**src/rtl/wdog_pkg.sv**
```systemverilog
package wdog_pkg;

    typedef enum logic [1:0] {
        S_IDLE  = 2'd0,
        S_RUN_A = 2'd1,
        S_RUN_B = 2'd2,
        S_FIRE  = 2'd3
    } wd_state_e;

    localparam int unsigned WD_NUM_STAGES = 2;
    localparam int unsigned WD_ADDR_KICK  = 4;

endpackage

```
**src/rtl/wdog_trig_sync.sv**
```systemverilog
module wdog_trig_sync #(
    parameter int unsigned STAGES = 2
) (
    input  logic clk,
    input  logic rst_n,
    input  logic async_i,
    output logic rise_o
);
    logic [STAGES-1:0] sync_q;
    logic              last_q;

    always_ff @(posedge clk or negedge rst_n) begin
        if (!rst_n) begin
            sync_q <= '0;
            last_q <= 1'b0;
        end else begin
            sync_q <= {sync_q[STAGES-2:0], async_i};
            last_q <= sync_q[STAGES-1];
        end
    end

    assign rise_o = sync_q[STAGES-1] & ~last_q;
endmodule

```
**src/rtl/wdog_divreg.sv**
```systemverilog
module wdog_divreg #(
    parameter int unsigned BYTE_W = 8,
    parameter int unsigned W      = 2 * BYTE_W,
    parameter logic [W-1:0] INIT  = '0
) (
    input  logic              clk,
    input  logic              rst_n,
    input  logic              we_lo,
    input  logic              we_hi,
    input  logic [BYTE_W-1:0] wdata,
    output logic [W-1:0]      div_o
);
    logic [BYTE_W-1:0] stage_q;

    always_ff @(posedge clk or negedge rst_n) begin
        if (!rst_n) begin
            stage_q <= INIT[BYTE_W-1:0];
            div_o   <= INIT;
        end else begin
            if (we_lo) stage_q <= wdata;
            if (we_hi) div_o   <= {wdata, stage_q};
        end
    end
endmodule

```
**src/rtl/wdog_downcnt.sv**
```systemverilog
module wdog_downcnt #(
    parameter int unsigned W       = 16,
    parameter logic [W-1:0] RST_VAL = '0
) (
    input  logic         clk,
    input  logic         rst_n,
    input  logic         load,
    input  logic [W-1:0] load_val,
    input  logic         dec,
    output logic [W-1:0] cnt_o,
    output logic         last_o
);
    always_ff @(posedge clk or negedge rst_n) begin
        if (!rst_n)    cnt_o <= RST_VAL;
        else if (load) cnt_o <= load_val;
        else if (dec)  cnt_o <= cnt_o - W'(1);
    end

    assign last_o = (cnt_o <= W'(1));
endmodule

```
**src/rtl/cascade_wdog.sv**
```systemverilog
module cascade_wdog
    import wdog_pkg::*;
#(
    parameter int unsigned BYTE_W      = 8,
    parameter int unsigned ADDR_W      = 3,
    parameter int unsigned A_INIT      = 100,
    parameter int unsigned B_INIT      = 50,
    parameter int unsigned PULSE_TICKS = 4,
    parameter int unsigned SYNC_STAGES = 2
) (
    input  logic              clk,
    input  logic              rst_n,
    input  logic              en,
    input  logic              tick,
    input  logic              wd_trig_i,
    input  logic              reg_we,
    input  logic [ADDR_W-1:0] reg_addr,
    input  logic [BYTE_W-1:0] reg_wdata,
    output logic              wd_reset_o
);
    localparam int unsigned CNT_W = 2 * BYTE_W;
    localparam int unsigned PW    = $clog2(PULSE_TICKS + 1);
    localparam logic [CNT_W-1:0] INIT_VALS [WD_NUM_STAGES] =
        '{CNT_W'(A_INIT), CNT_W'(B_INIT)};

    wd_state_e state_q, state_d;

    logic hw_kick, sw_kick, kick_any;
    logic [CNT_W-1:0] div   [WD_NUM_STAGES];
    logic [CNT_W-1:0] cnt   [WD_NUM_STAGES];
    logic             last  [WD_NUM_STAGES];
    logic             load  [WD_NUM_STAGES];
    logic             dec   [WD_NUM_STAGES];
    logic [PW-1:0]    pcnt;
    logic             plast, pload, pdec;

    wdog_trig_sync #(.STAGES(SYNC_STAGES)) u_sync (
        .clk(clk), .rst_n(rst_n), .async_i(wd_trig_i), .rise_o(hw_kick)
    );

    assign sw_kick  = reg_we && (reg_addr == ADDR_W'(WD_ADDR_KICK));
    assign kick_any = hw_kick | sw_kick;

    for (genvar i = 0; i < WD_NUM_STAGES; i++) begin : g_stage
        logic we_lo, we_hi;
        assign we_lo = reg_we && (reg_addr == ADDR_W'(2 * i));
        assign we_hi = reg_we && (reg_addr == ADDR_W'(2 * i + 1));

        wdog_divreg #(.BYTE_W(BYTE_W), .W(CNT_W), .INIT(INIT_VALS[i])) u_div (
            .clk(clk), .rst_n(rst_n), .we_lo(we_lo), .we_hi(we_hi),
            .wdata(reg_wdata), .div_o(div[i])
        );

        wdog_downcnt #(.W(CNT_W), .RST_VAL(INIT_VALS[i])) u_cnt (
            .clk(clk), .rst_n(rst_n), .load(load[i]), .load_val(div[i]),
            .dec(dec[i]), .cnt_o(cnt[i]), .last_o(last[i])
        );
    end

    wdog_downcnt #(.W(PW), .RST_VAL(PW'(PULSE_TICKS))) u_pulse (
        .clk(clk), .rst_n(rst_n), .load(pload), .load_val(PW'(PULSE_TICKS)),
        .dec(pdec), .cnt_o(pcnt), .last_o(plast)
    );

    // counter controls
    always_comb begin
        load[0] = (state_q != S_RUN_A) || kick_any;
        dec[0]  = (state_q == S_RUN_A) && tick && !kick_any && !last[0];
        load[1] = (state_q != S_RUN_B);
        dec[1]  = (state_q == S_RUN_B) && tick && !last[1];
        pload   = (state_q != S_FIRE);
        pdec    = (state_q == S_FIRE) && tick && !plast;
    end

    // next state
    always_comb begin
        state_d = state_q;
        unique case (state_q)
            S_IDLE:  if (en && kick_any) state_d = S_RUN_A;
            S_RUN_A: if (!en) state_d = S_IDLE;
                     else if (tick && !kick_any && last[0]) state_d = S_RUN_B;
            S_RUN_B: if (!en) state_d = S_IDLE;
                     else if (tick && last[1]) state_d = S_FIRE;
            S_FIRE:  if (!en) state_d = S_IDLE;
                     else if (tick && plast) state_d = S_IDLE;
            default: state_d = S_IDLE;
        endcase
    end

    always_ff @(posedge clk or negedge rst_n) begin
        if (!rst_n) state_q <= S_IDLE;
        else        state_q <= state_d;
    end

    // outputs
    always_comb begin
        wd_reset_o = (state_q == S_FIRE);
    end

    logic unused_cnt;
    assign unused_cnt = ^{cnt[0], cnt[1], pcnt};
endmodule

```
**config.mk**
```make
export PLATFORM = sky130hd
export DESIGN_NAME = cascade_wdog
export DESIGN_NICKNAME = d
export VERILOG_FILES = /design/src/rtl/wdog_pkg.sv /design/src/rtl/wdog_trig_sync.sv /design/src/rtl/wdog_divreg.sv /design/src/rtl/wdog_downcnt.sv /design/src/rtl/cascade_wdog.sv
export SDC_FILE = /design/constraint.sdc
export NUM_CORES = 1
export LEC_CHECK = 0
export CORE_UTILIZATION = 54
export CTS_BUF_LIST = sky130_fd_sc_hd__clkbuf_4 sky130_fd_sc_hd__clkbuf_8
export CTS_CLUSTER_SIZE = 30
export DETAILED_ROUTE_END_ITERATION = 7
export PLACE_DENSITY = 0.78
export REMOVE_ABC_BUFFERS = 1
export SLEW_MARGIN = 10
export SYNTH_ARGS = -nofsm -noshare
export SYNTH_HDL_FRONTEND = slang
export SYNTH_SLANG_ARGS = --single-unit
```
**constraint.sdc**
```tcl
create_clock -name clk -period 2.35 [get_ports clk]
set_input_delay 0.47 -clock clk [delete_from_list [all_inputs] [get_ports clk]]
set_output_delay 0.47 -clock clk [all_outputs]
set_load 0.02 [all_outputs]
```
==> results.toml <==
[worst_setup_path]
path_depth = 5
cp_cell_sequence = "or4_4 -> or4_4 -> nor3_1 -> nor3_1 -> a211oi_1"
cpPeakStageDelay_ns = 0.59
r2r_cells = 5
crit_required_ns = 2.61
critPathLaunchType = "flip-flop"
cp_top_family = "simple AND/OR/NAND/NOR gates"
path_max_fanout = 9
crit_arrival_ns = 2.47
worstSetupPathType = "reg -> reg"
crit_start = "g_stage[1].u_cnt.cnt_o[2]$_DFFE_PN0P_"
crit_slowest_cell = "or4_4"
r2r_start = "g_stage[1].u_cnt.cnt_o[2]$_DFFE_PN0P_"
cp_num_buf_inv = 0
end_kind = "flip-flop"
r2r-end = "state_q[0]$_DFFE_PN0P_"
ff2ff_setup_slack_ns = 0.14
critPathCapture = "state_q[0]$_DFFE_PN0P_"

[power]
vdd_drop_max_v = 0.0003659
power_density_mw_per_mm2 = 940.8
leakage_uw = 0.001944

[routing]
drt-wirelength-per-cell_um = 16.07
wirelength_mm = 8.051
drtPass1Iterations = 4
first_iter_violations = 154
drcViolationCount = 0
drtAntennaViolNets = 0
vias = 2842
avgViaCountPerCell = 5.673

[synthesis]
synth_area_leader_cell = "dfrtp_1"
ys.flop_type = "dfrtp_1"
synth_edf_count = 0
yosys_warnings = 0
synth.distinct_cells = 48
synth_area_leaders = "dfrtp_1, mux2_2, dfstp_2"
yosysTopAreaCellShare_pct = 41.75
synth_area_per_cell_um2 = 11.27
netlist_area_mm2 = 0.004135
synthArstFlopShare_pct = 100.0
ys_seq_area_share_pct = 53.83
synth_cells = 367
ys_seq_elements = 88

[timing]
tightest_slew_ns = 0.5274
slew_viol_final = 0
fin_crit_ns = 2.213
hold_violations = 0
rsz0062_at_grt = "no"
final.period_utilization_pct = 94.17
finalSetupViolCount = 0
timing.final.ws_setup_ns = 0.1371
holdWs_ns = 0.001920
fmax_ghz = 0.4519
setup-tns-final_ns = 0
clock_skew_ns = 0.008546
slew_headroom_pct = 64.81

[grt]
grtUsageMet2_pct = 37.89
grt.met3_usage_pct = 2.770
antenna_found_initial = 0
grt_pass1_wl_mm = 13.35
grt.busiest_layer = "met2"
overflow = 0
first_global_vias = 2791
grt_use_met1_pct = 29.54
grt_max_degree = 65
grt_usage_pct = 22.49

[layout]
layout-drive-gt1-share_pct = 27.36
num-fill-cells = 542
nets = 420
diodes = 0
area_growth_pct = 15.25

[cts]
cts.htree.levels = 3
clockRootBuffer = "clkbuf_8"
cts.sink_count = 88
numCtsBuffers = 9
cts_hold_buf = 0
clock_path_buffers = 2
cts_tree = "done"
cts.clk_slew.worst_paths_ns = 0.09
clk_latency_ns = 0.35

[place]
place.port_buffers = 17
dpl.hpwl_mm = 5.467
globalplace.congestion = 0.8441
pre_cts_slack_ns = -0.02027

[outcome]
outcome = "completed"

[die]
dieArea_mm2 = 0.008012
ios = 18
start_util_pct = 56.41
fp.coreArea_mm2 = 0.007331
die_x_um = 89.51
num_rows = 31
die_h_um = 89.51

[flow_run]
drv_cap = 0

[min_path]
min-delay-path-class = "in -> async"
[synthesized netlist by cell type (4+ instances only)]
library cell  count
dfstp_2          19
xor2_1           11
a21oi_1          26
dfrtp_1          69
mux2_2           49
nand4_1           4
nor3_1           14
nand2_1          24
clkbuf_1         10
or3_1             4
inv_1             8
xnor2_1          12
ha_1              6
nor4_1            7
nor2_1           35
nand3_1           6
o21ai_0          20
[timing repair]
action / 4_1_cts / 5_1_grt
gates resized for setup: 0 / 1
setup endpoints to repair: 0 / 1
setup buffers: 0 / 0
[report_power, final]
group / internal (uW) / switching (uW)
Clock: 708 / 534
Combinational: 493 / 456
Sequential: 1970 / 321
[worst min-delay path by stage]
stage	from	endpoint	slack, ns	cells past startpoint
4_1_cts	rst_n	g_stage[1].u_div.div_o[11]$_DFFE_PN0P_	0.003	1
5_1_grt	rst_n	g_stage[1].u_div.div_o[12]$_DFFE_PN0P_	0.009	1
3_5_place_dp	u_sync.sync_q[0]$_DFF_PN0_	u_sync.sync_q[1]$_DFF_PN0_	0.34	0
6_report	rst_n	g_stage[0].u_div.div_o[3]$_DFFE_PN0P_	0.002	1
3_3_place_gp	u_sync.sync_q[0]$_DFF_PN0_	u_sync.sync_q[1]$_DFF_PN0_	0.34	0
2_1_floorplan	rst_n	g_stage[0].u_cnt.cnt_o[0]$_DFFE_PN0P_	0.17	0
[per-layer routing]
| metal | wire length, um | vias up | part of all wire (%) |
|---|---|---|---|
| met5 | 0 | - | 0 |
| met4 | 154 | 0 | 1.9 |
| met3 | 227 | 12 | 2.8 |
| met2 | 3893 | 58 | 48 |
| met1 | 3776 | 1403 | 47 |
| li1 | - | 1369 | - |
[metrics by stage]
| stage | utilization (%) | area [um2] | std cells | power [uW] |
|---|---|---|---|---|
| floorplan | - | 4073 | 354 | 2910 |
| detailed placement | 61.61 | 4517 | 485 | 3242 |
| finish | 65.01 | 4766 | 501 | 4484 |
| CTS | 64.94 | 4761 | 501 | 4499 |
| global placement | 61.61 | 4517 | 485 | 3182 |
| global route | 65.01 | 4766 | 501 | 4747 |
[worst register-to-register path, stage by stage, from the launching register on]
cell,delay (ns)
dfrtp_1,0.44
or4_4,0.55
or4_4,0.59
nor3_1,0.26
nor3_1,0.07
a211oi_1,0.21
[state kept, by name, summed over array words and instances (netlist names)]
signal                 flops
state_q                    2
u_sync.sync_q              2
u_pulse.cnt_o              3
u_sync.last_q              1
g_stage.u_div.div_o       32
g_stage.u_div.stage_q     16
g_stage.u_cnt.cnt_o       32
[cells by family (layout without fill, tap and decap cells)]
group | Yosys count | in the layout | share of synthesized area (%)
simple gates | 116 | 116 | 14.89
flops | 88 | 88 | 53.83
compound gates | 62 | 62 | 8.533
mux | 51 | 51 | 13.83
xor+xnor | 23 | 23 | 4.871
buf+inv | 21 | 56 | 2.239
fa+ha+maj | 6 | 6 | 1.815
[cell type report]
class / instances / area (um2) / area share [%]
Inverter: 8 / 30.03 / 0.6301
Tap cell: 99 / 123.9 / 2.599
Clock buffer: 9 / 123.9 / 2.599
Clock inverter: 7 / 120.1 / 2.520
Timing Repair Buffer: 32 / 317.8 / 6.668
Sequential cell: 88 / 2226 / 46.71
Multi-Input combinational cell: 258 / 1824 / 38.28
[layout by cell type, fill, tap and decap left out, types with 2 or more instances in the layout]
| master | synthesis | final |
|---|---|---|
| nor3b_1 | 2 | 2 |
| nand2b_1 | 2 | 2 |
| dfrtp_1 | 69 | 69 |
| dfstp_2 | 19 | 19 |
| xor2_1 | 11 | 11 |
| o211ai_1 | 2 | 2 |
| clkdlybuf4s50_1 | 0 | 16 |
| bufinv_16 | 0 | 3 |
| nor4b_1 | 2 | 2 |
| o21ai_1 | 2 | 2 |
| nand4bb_1 | 2 | 2 |
| nand3_1 | 6 | 6 |
| clkbuf_8 | 0 | 9 |
| or3_1 | 4 | 4 |
| or4_1 | 2 | 2 |
| inv_1 | 8 | 8 |
| nand2_1 | 24 | 24 |
| o21ai_0 | 20 | 20 |
| ha_1 | 6 | 6 |
| buf_12 | 0 | 3 |
| or4_4 | 2 | 2 |
| a211oi_1 | 3 | 3 |
| buf_4 | 0 | 13 |
| o21a_1 | 2 | 2 |
| mux2_2 | 49 | 49 |
| nor4_1 | 7 | 7 |
| mux2i_1 | 2 | 2 |
| a21oi_1 | 26 | 26 |
| nor3_1 | 14 | 13 |
| xnor2_1 | 12 | 12 |
| nand4_1 | 4 | 4 |
| clkinv_4 | 0 | 2 |
| nor2_1 | 35 | 34 |
Power figures use the tool's default switching activity.
